## src/rtl/psr_pkg.sv

```systemverilog
package psr_pkg;
   localparam int unsigned MIN_SYNC = 2;
   localparam int unsigned MIN_WIDTH = 2;
   typedef enum logic [1:0] {
      OP_HOLD  = 2'd0,
      OP_LOAD  = 2'd1,
      OP_SHIFT = 2'd2
   } psr_op_e;
endpackage

```

## src/rtl/psr_sync.sv

```systemverilog
module psr_sync #(
   parameter int unsigned W      = 1,
   parameter int unsigned STAGES = 2,
   parameter logic [W-1:0] RST_VAL = '0
) (
   input  logic         clk,
   input  logic         rst_n,
   input  logic [W-1:0] d,
   output logic [W-1:0] q
);
   if (STAGES < psr_pkg::MIN_SYNC) begin : g_bad_stages
      $error("psr_sync: STAGES must be at least 2");
   end

   logic [W-1:0] chain [STAGES];

   for (genvar s = 0; s < STAGES; s++) begin : g_stage
      if (s == 0) begin : g_first
         always_ff @(posedge clk) begin
            if (!rst_n) chain[s] <= RST_VAL;
            else        chain[s] <= d;
         end
      end else begin : g_next
         always_ff @(posedge clk) begin
            if (!rst_n) chain[s] <= RST_VAL;
            else        chain[s] <= chain[s-1];
         end
      end
   end

   assign q = chain[STAGES-1];
endmodule

```

## src/rtl/psr_edge.sv

```systemverilog
module psr_edge (
   input  logic clk,
   input  logic rst_n,
   input  logic ca,
   input  logic cb,
   output logic rise
);
   logic comb_now;
   logic comb_prev;

   assign comb_now = ca | cb;

   always_ff @(posedge clk) begin
      if (!rst_n) comb_prev <= 1'b1;
      else        comb_prev <= comb_now;
   end

   assign rise = comb_now & ~comb_prev;
endmodule

```

## src/rtl/psr_stages.sv

```systemverilog
module psr_stages
   import psr_pkg::*;
#(
   parameter int unsigned WIDTH = 8
) (
   input  logic             clk,
   input  logic             rst_n,
   input  logic             load_n,
   input  logic             edge_hit,
   input  logic             ser,
   input  logic [WIDTH-1:0] par,
   output logic [WIDTH-1:0] stages,
   output logic             shifted
);
   psr_op_e op;

   always_comb begin
      if (!load_n)       op = OP_LOAD;
      else if (edge_hit) op = OP_SHIFT;
      else               op = OP_HOLD;
   end

   always_ff @(posedge clk) begin
      if (!rst_n) begin
         stages  <= '0;
         shifted <= 1'b0;
      end else begin
         shifted <= (op == OP_SHIFT);
         case (op)
            OP_LOAD:  stages <= par;
            OP_SHIFT: stages <= {stages[WIDTH-2:0], ser};
            default:  stages <= stages;
         endcase
      end
   end
endmodule

```

## src/rtl/psr_shift_top.sv

```systemverilog
module psr_shift_top #(
   parameter int unsigned WIDTH       = 8,
   parameter int unsigned SYNC_STAGES = 2
) (
   input  logic             clk,
   input  logic             rst_n,
   input  logic             tap_clk_a,
   input  logic             tap_clk_b,
   input  logic             load_n,
   input  logic             ser_in,
   input  logic [WIDTH-1:0] par_in,
   output logic             last_q,
   output logic             last_qn,
   output logic             shift_pulse
);
   localparam int unsigned DW = WIDTH + 1;

   if (WIDTH < psr_pkg::MIN_WIDTH) begin : g_bad_width
      $error("psr_shift_top: WIDTH must be at least 2");
   end

   logic [1:0]       clk_s;
   logic             load_n_s;
   logic [DW-1:0]    data_s;
   logic             ser_s;
   logic [WIDTH-1:0] par_s;
   logic             rise;
   logic [WIDTH-1:0] stages;

   psr_sync #(.W(2), .STAGES(SYNC_STAGES), .RST_VAL(2'b11)) u_sync_clk (
      .clk(clk), .rst_n(rst_n), .d({tap_clk_b, tap_clk_a}), .q(clk_s));

   psr_sync #(.W(1), .STAGES(SYNC_STAGES), .RST_VAL(1'b1)) u_sync_ld (
      .clk(clk), .rst_n(rst_n), .d(load_n), .q(load_n_s));

   psr_sync #(.W(DW), .STAGES(SYNC_STAGES), .RST_VAL('0)) u_sync_dat (
      .clk(clk), .rst_n(rst_n), .d({ser_in, par_in}), .q(data_s));

   assign ser_s = data_s[DW-1];
   assign par_s = data_s[WIDTH-1:0];

   psr_edge u_edge (
      .clk(clk), .rst_n(rst_n), .ca(clk_s[0]), .cb(clk_s[1]), .rise(rise));

   psr_stages #(.WIDTH(WIDTH)) u_stages (
      .clk(clk), .rst_n(rst_n), .load_n(load_n_s), .edge_hit(rise),
      .ser(ser_s), .par(par_s), .stages(stages), .shifted(shift_pulse));

   assign last_q  = stages[WIDTH-1];
   assign last_qn = ~stages[WIDTH-1];
endmodule

```

## config.mk

```make
export PLATFORM = sky130hd
export DESIGN_NAME = psr_shift_top
export DESIGN_NICKNAME = d
export VERILOG_FILES = /design/src/rtl/psr_pkg.sv /design/src/rtl/psr_sync.sv /design/src/rtl/psr_edge.sv /design/src/rtl/psr_stages.sv /design/src/rtl/psr_shift_top.sv
export SDC_FILE = /design/constraint.sdc
export NUM_CORES = 1
export LEC_CHECK = 0
export ABC_AREA = 1
export BUFFER_PORTS_ARGS = -buffer_cell sky130_fd_sc_hd__buf_2
export CORE_UTILIZATION = 44
export CTS_BUF_LIST = sky130_fd_sc_hd__clkbuf_8 sky130_fd_sc_hd__clkbuf_16
export CTS_CLUSTER_DIAMETER = 60
export DETAILED_ROUTE_END_ITERATION = 10
export PLACE_DENSITY = 0.64
export SETUP_SLACK_MARGIN = 0.1
export SKIP_LAST_GASP = 1
export SLEW_MARGIN = 20
export SYNTH_ARGS = -nofsm -noshare
export SYNTH_HDL_FRONTEND = slang
export SYNTH_SLANG_ARGS = --single-unit
```

## constraint.sdc

```tcl
create_clock -name clk -period 2.5 [get_ports clk]
set_input_delay 0.125 -clock clk [delete_from_list [all_inputs] [get_ports clk]]
set_output_delay 0.125 -clock clk [all_outputs]
set_load 0.005 [all_outputs]
```

==> flow_metrics.py <==
metrics = {
    "power": {
        "pwr-share-seq_pct": 51.7,
        "p_sw_uw": 229,
        "power.density_mw_per_mm2": 811,
        "leakage_nw": 0.782,
        "vdd.ir_drop.worst_v": 0.000471,
        "swShare_pct": 20.7,
        "clock_power_share_pct": 44.9,
        "combPwrFrac_pct": 3.4,
        "power.internal_uw": 874,
    },
    "global_routing": {
        "grt_usage_pct": 14.6,
        "gr-max-usage-layer": "met2",
        "use_met1_pct": 15.4,
        "grt_overflow_total": 0,
        "grtUsageMet2_pct": 21.4,
        "grtUsageMet3_pct": 8.47,
        "first_global_vias": 670,
        "antenna_found_initial": 0,
        "grt_max_degree": 29,
        "grt_pass1_wl_mm": 2.75,
    },
    "sta": {
        "clock.fmax_mhz": 841,
        "slew-limit-headroom_pct": 65.7,
        "setup_viol": 0,
        "fin_skew_ns": 0.00544,
        "rsz0062_at_grt": "no",
        "timing.final.crit_share_pct": 47.6,
        "min_period_ns": 1.19,
        "fin_ws_ns": 1.31,
        "setup_tns_ns": 0,
        "drv_slew": 0,
        "hold_viol": 0,
        "worst_slew_pin_slew_ns": 0.513,
    },
    "critical_path": {
        "path_cells": "inv_2 > nand2_1 > nand3_1 > nand2_1 > inv_1",
        "critPathMaxStageDelay_ns": 0.64,
        "crit_required_ns": 2.69,
        "worst-path-max-fanout": 17,
        "r2r-start": "u_sync_ld.chain[1]$_SDFF_PN1_",
        "path_class": "flip-flop to flip-flop",
        "slowest_stage": "dfxtp_1",
        "cp-startpoint": "u_sync_ld.chain[1]$_SDFF_PN1_",
        "cp.arrival_ns": 1.38,
        "worst_setup_path_start_kind": "flip-flop",
        "setup.worst_path.end_class": "flip-flop",
        "cp_common_cell": "nand2_1",
    },
    "floorplan": {
        "die_area_sq_mm": 0.00291,
        "core_sq_mm": 0.00252,
        "start_util_pct": 47.1,
        "die_w_um": 54.0,
        "core.rowCount": 18,
        "ioPinCount": 17,
        "die_y_um": 54.0,
    },
    "logic_synthesis": {
        "synth_cell_type_count": 12,
        "syn_inst": 139,
        "synth_warnings": 0,
        "ys_seq_area_share_pct": 57.3,
        "synthFlopType": "dfxtp_1",
        "yosys-top-cells-count": "dfxtp_1 (34), nand2_1 (34), inv_1 (27), nand3_1 (17), nand4_1 (8)",
        "synth_edf_count": 0,
        "synth_largest_area_cell": "dfxtp_1",
        "avgSynthCellArea_sq_um": 8.54,
        "synthTopCellsByArea": "dfxtp_1 (57%), nand2_1 (11%), inv_1 (8.5%)",
        "syn-num-nets": 153,
        "synth_seq_cells": 34,
        "synthesis.area_sq_mm": 0.00119,
        "async_reset_ff_share_pct": 0,
        "yosysTopAreaCellShare_pct": 57.3,
    },
    "detailed_routing": {
        "wl_per_cell_um": 9.09,
        "vias_per_cell": 4.37,
        "drt.antenna.violating_nets": 0,
        "drc_errors": 0,
        "drt_iter0_markers": 16,
        "num_vias": 821,
        "first_pass_iters": 4,
        "routed_wl_mm": 1.71,
    },
    "finish": {
        "fillCellCount": 239,
        "syn2layout_area_growth_pct": 14.5,
        "final_layout_size_suffix_gt1_share_pct": 19.6,
        "n_antenna_cell": 0,
        "nNetsFinal": 171,
        "finish.utilization_pct": 53.9,
    },
    "clocking": {
        "clockRootBuffer": "clkbuf_8",
        "clock_latency_ns": 0.29,
        "post_cts_buffers": 0,
        "cts.clk_slew.worst_paths_ns": 0.07,
        "clk_path_buf_depth": 2,
        "htree_levels": 2,
        "numCtsBuffers": 5,
        "cts_tree": "yes",
        "cts_resized": 0,
        "clock-sinks": 34,
        "hold_buffers": 0,
    },
    "place": {
        "dpl.hpwl_mm": 1.11,
        "gp_congestion": 0.834,
        "port_buffers": 16,
        "post-place-ws_ns": 1.33,
    },
    "status": {
        "outcome": "complete, no violations",
    },
    "job": {
        "maxCapViolations": 0,
    },
    "hold_path": {
        "holdCritPathClass": "primary input to flip-flop",
        "hp-start": "par_in[0]",
    },
}
[critical path: cells and delay by family, from the launching register on]
family,cells,cell delay [ns]
buffers and inverters,2,0.21
DFF,1,0.64
and+or+nand+nor,3,0.24
[state kept, by name (all words and copies together) (netlist names)]
signal and flops:
u_sync_ld.chain 2, u_edge.comb_prev 1, u_stages.shifted 1, u_sync_dat.chain 18, u_sync_clk.chain 4, u_stages.stages 8
[worst paths after layout]
kind,end,slack [ns],cells after the start
hold / removal,u_sync_dat.chain[0][0]$_SDFF_PN0_,0.01,3
setup reg to reg,u_stages.stages[4]$_SDFFE_PN0P_,1.31,5
hold reg to reg,u_sync_clk.chain[1][1]$_SDFF_PN1_,0.41,1
setup / recovery,u_stages.stages[4]$_SDFFE_PN0P_,1.31,5
[area by class of cell]
class	instances	area (sq um)	share of cell area (%)
Inverter	32	120	8.83
Timing Repair Buffer	16	80.1	5.89
Clock buffer	5	68.8	5.06
Sequential cell	34	681	50.0
Clock inverter	3	45.0	3.31
Tap cell	30	37.5	2.76
Multi-Input combinational cell	68	328	24.1
[cell usage in the layout (no fill, tap or decap)]
cell,instances
nand2_4,2
nand3_1,17
nor3_1,1
inv_1,27
bufinv_16,1
nand2_1,34
nand4_1,8
clkinvlp_4,2
buf_2,16
dfxtp_1,34
inv_2,5
or2_1,6
clkbuf_8,5
[kinds of logic (layout without fill, tap and decap cells)]
group	after synthesis	in the layout	synth area share, %
DFF	34	34	57.3
and+or+nand+nor	68	68	27.6
buffers and inverters	37	56	15.1
[layer usage]
layer,vias up,routed length [um]
met3,4,80
met2,19,759
met5,-,0
met1,348,833
li1,450,-
met4,0,35
[power by group through the flow]
stage	Combinational (mW)	Clock (mW)	Sequential, mW
floorplan	0.0339	0	0.578
global placement	0.0366	0	0.581
detailed placement	0.0383	0	0.582
CTS	0.0383	0.508	0.570
global route	0.0449	0.531	0.571
finish	0.0378	0.495	0.570
[through the flow]
step / cell area [sq um] / cells / hold slack [ns] / total power [mW]
2_1_floorplan: 1190 / 139 / 0.223 / 0.612
3_3_place_gp: 1250 / 180 / 0.304 / 0.618
3_5_place_dp: 1250 / 180 / 0.310 / 0.620
4_1_cts: 1360 / 188 / 0.00741 / 1.12
5_1_grt: 1360 / 188 / 0.0101 / 1.15
6_report: 1360 / 188 / 0.0124 / 1.10
(Power assumes the default switching activity.)
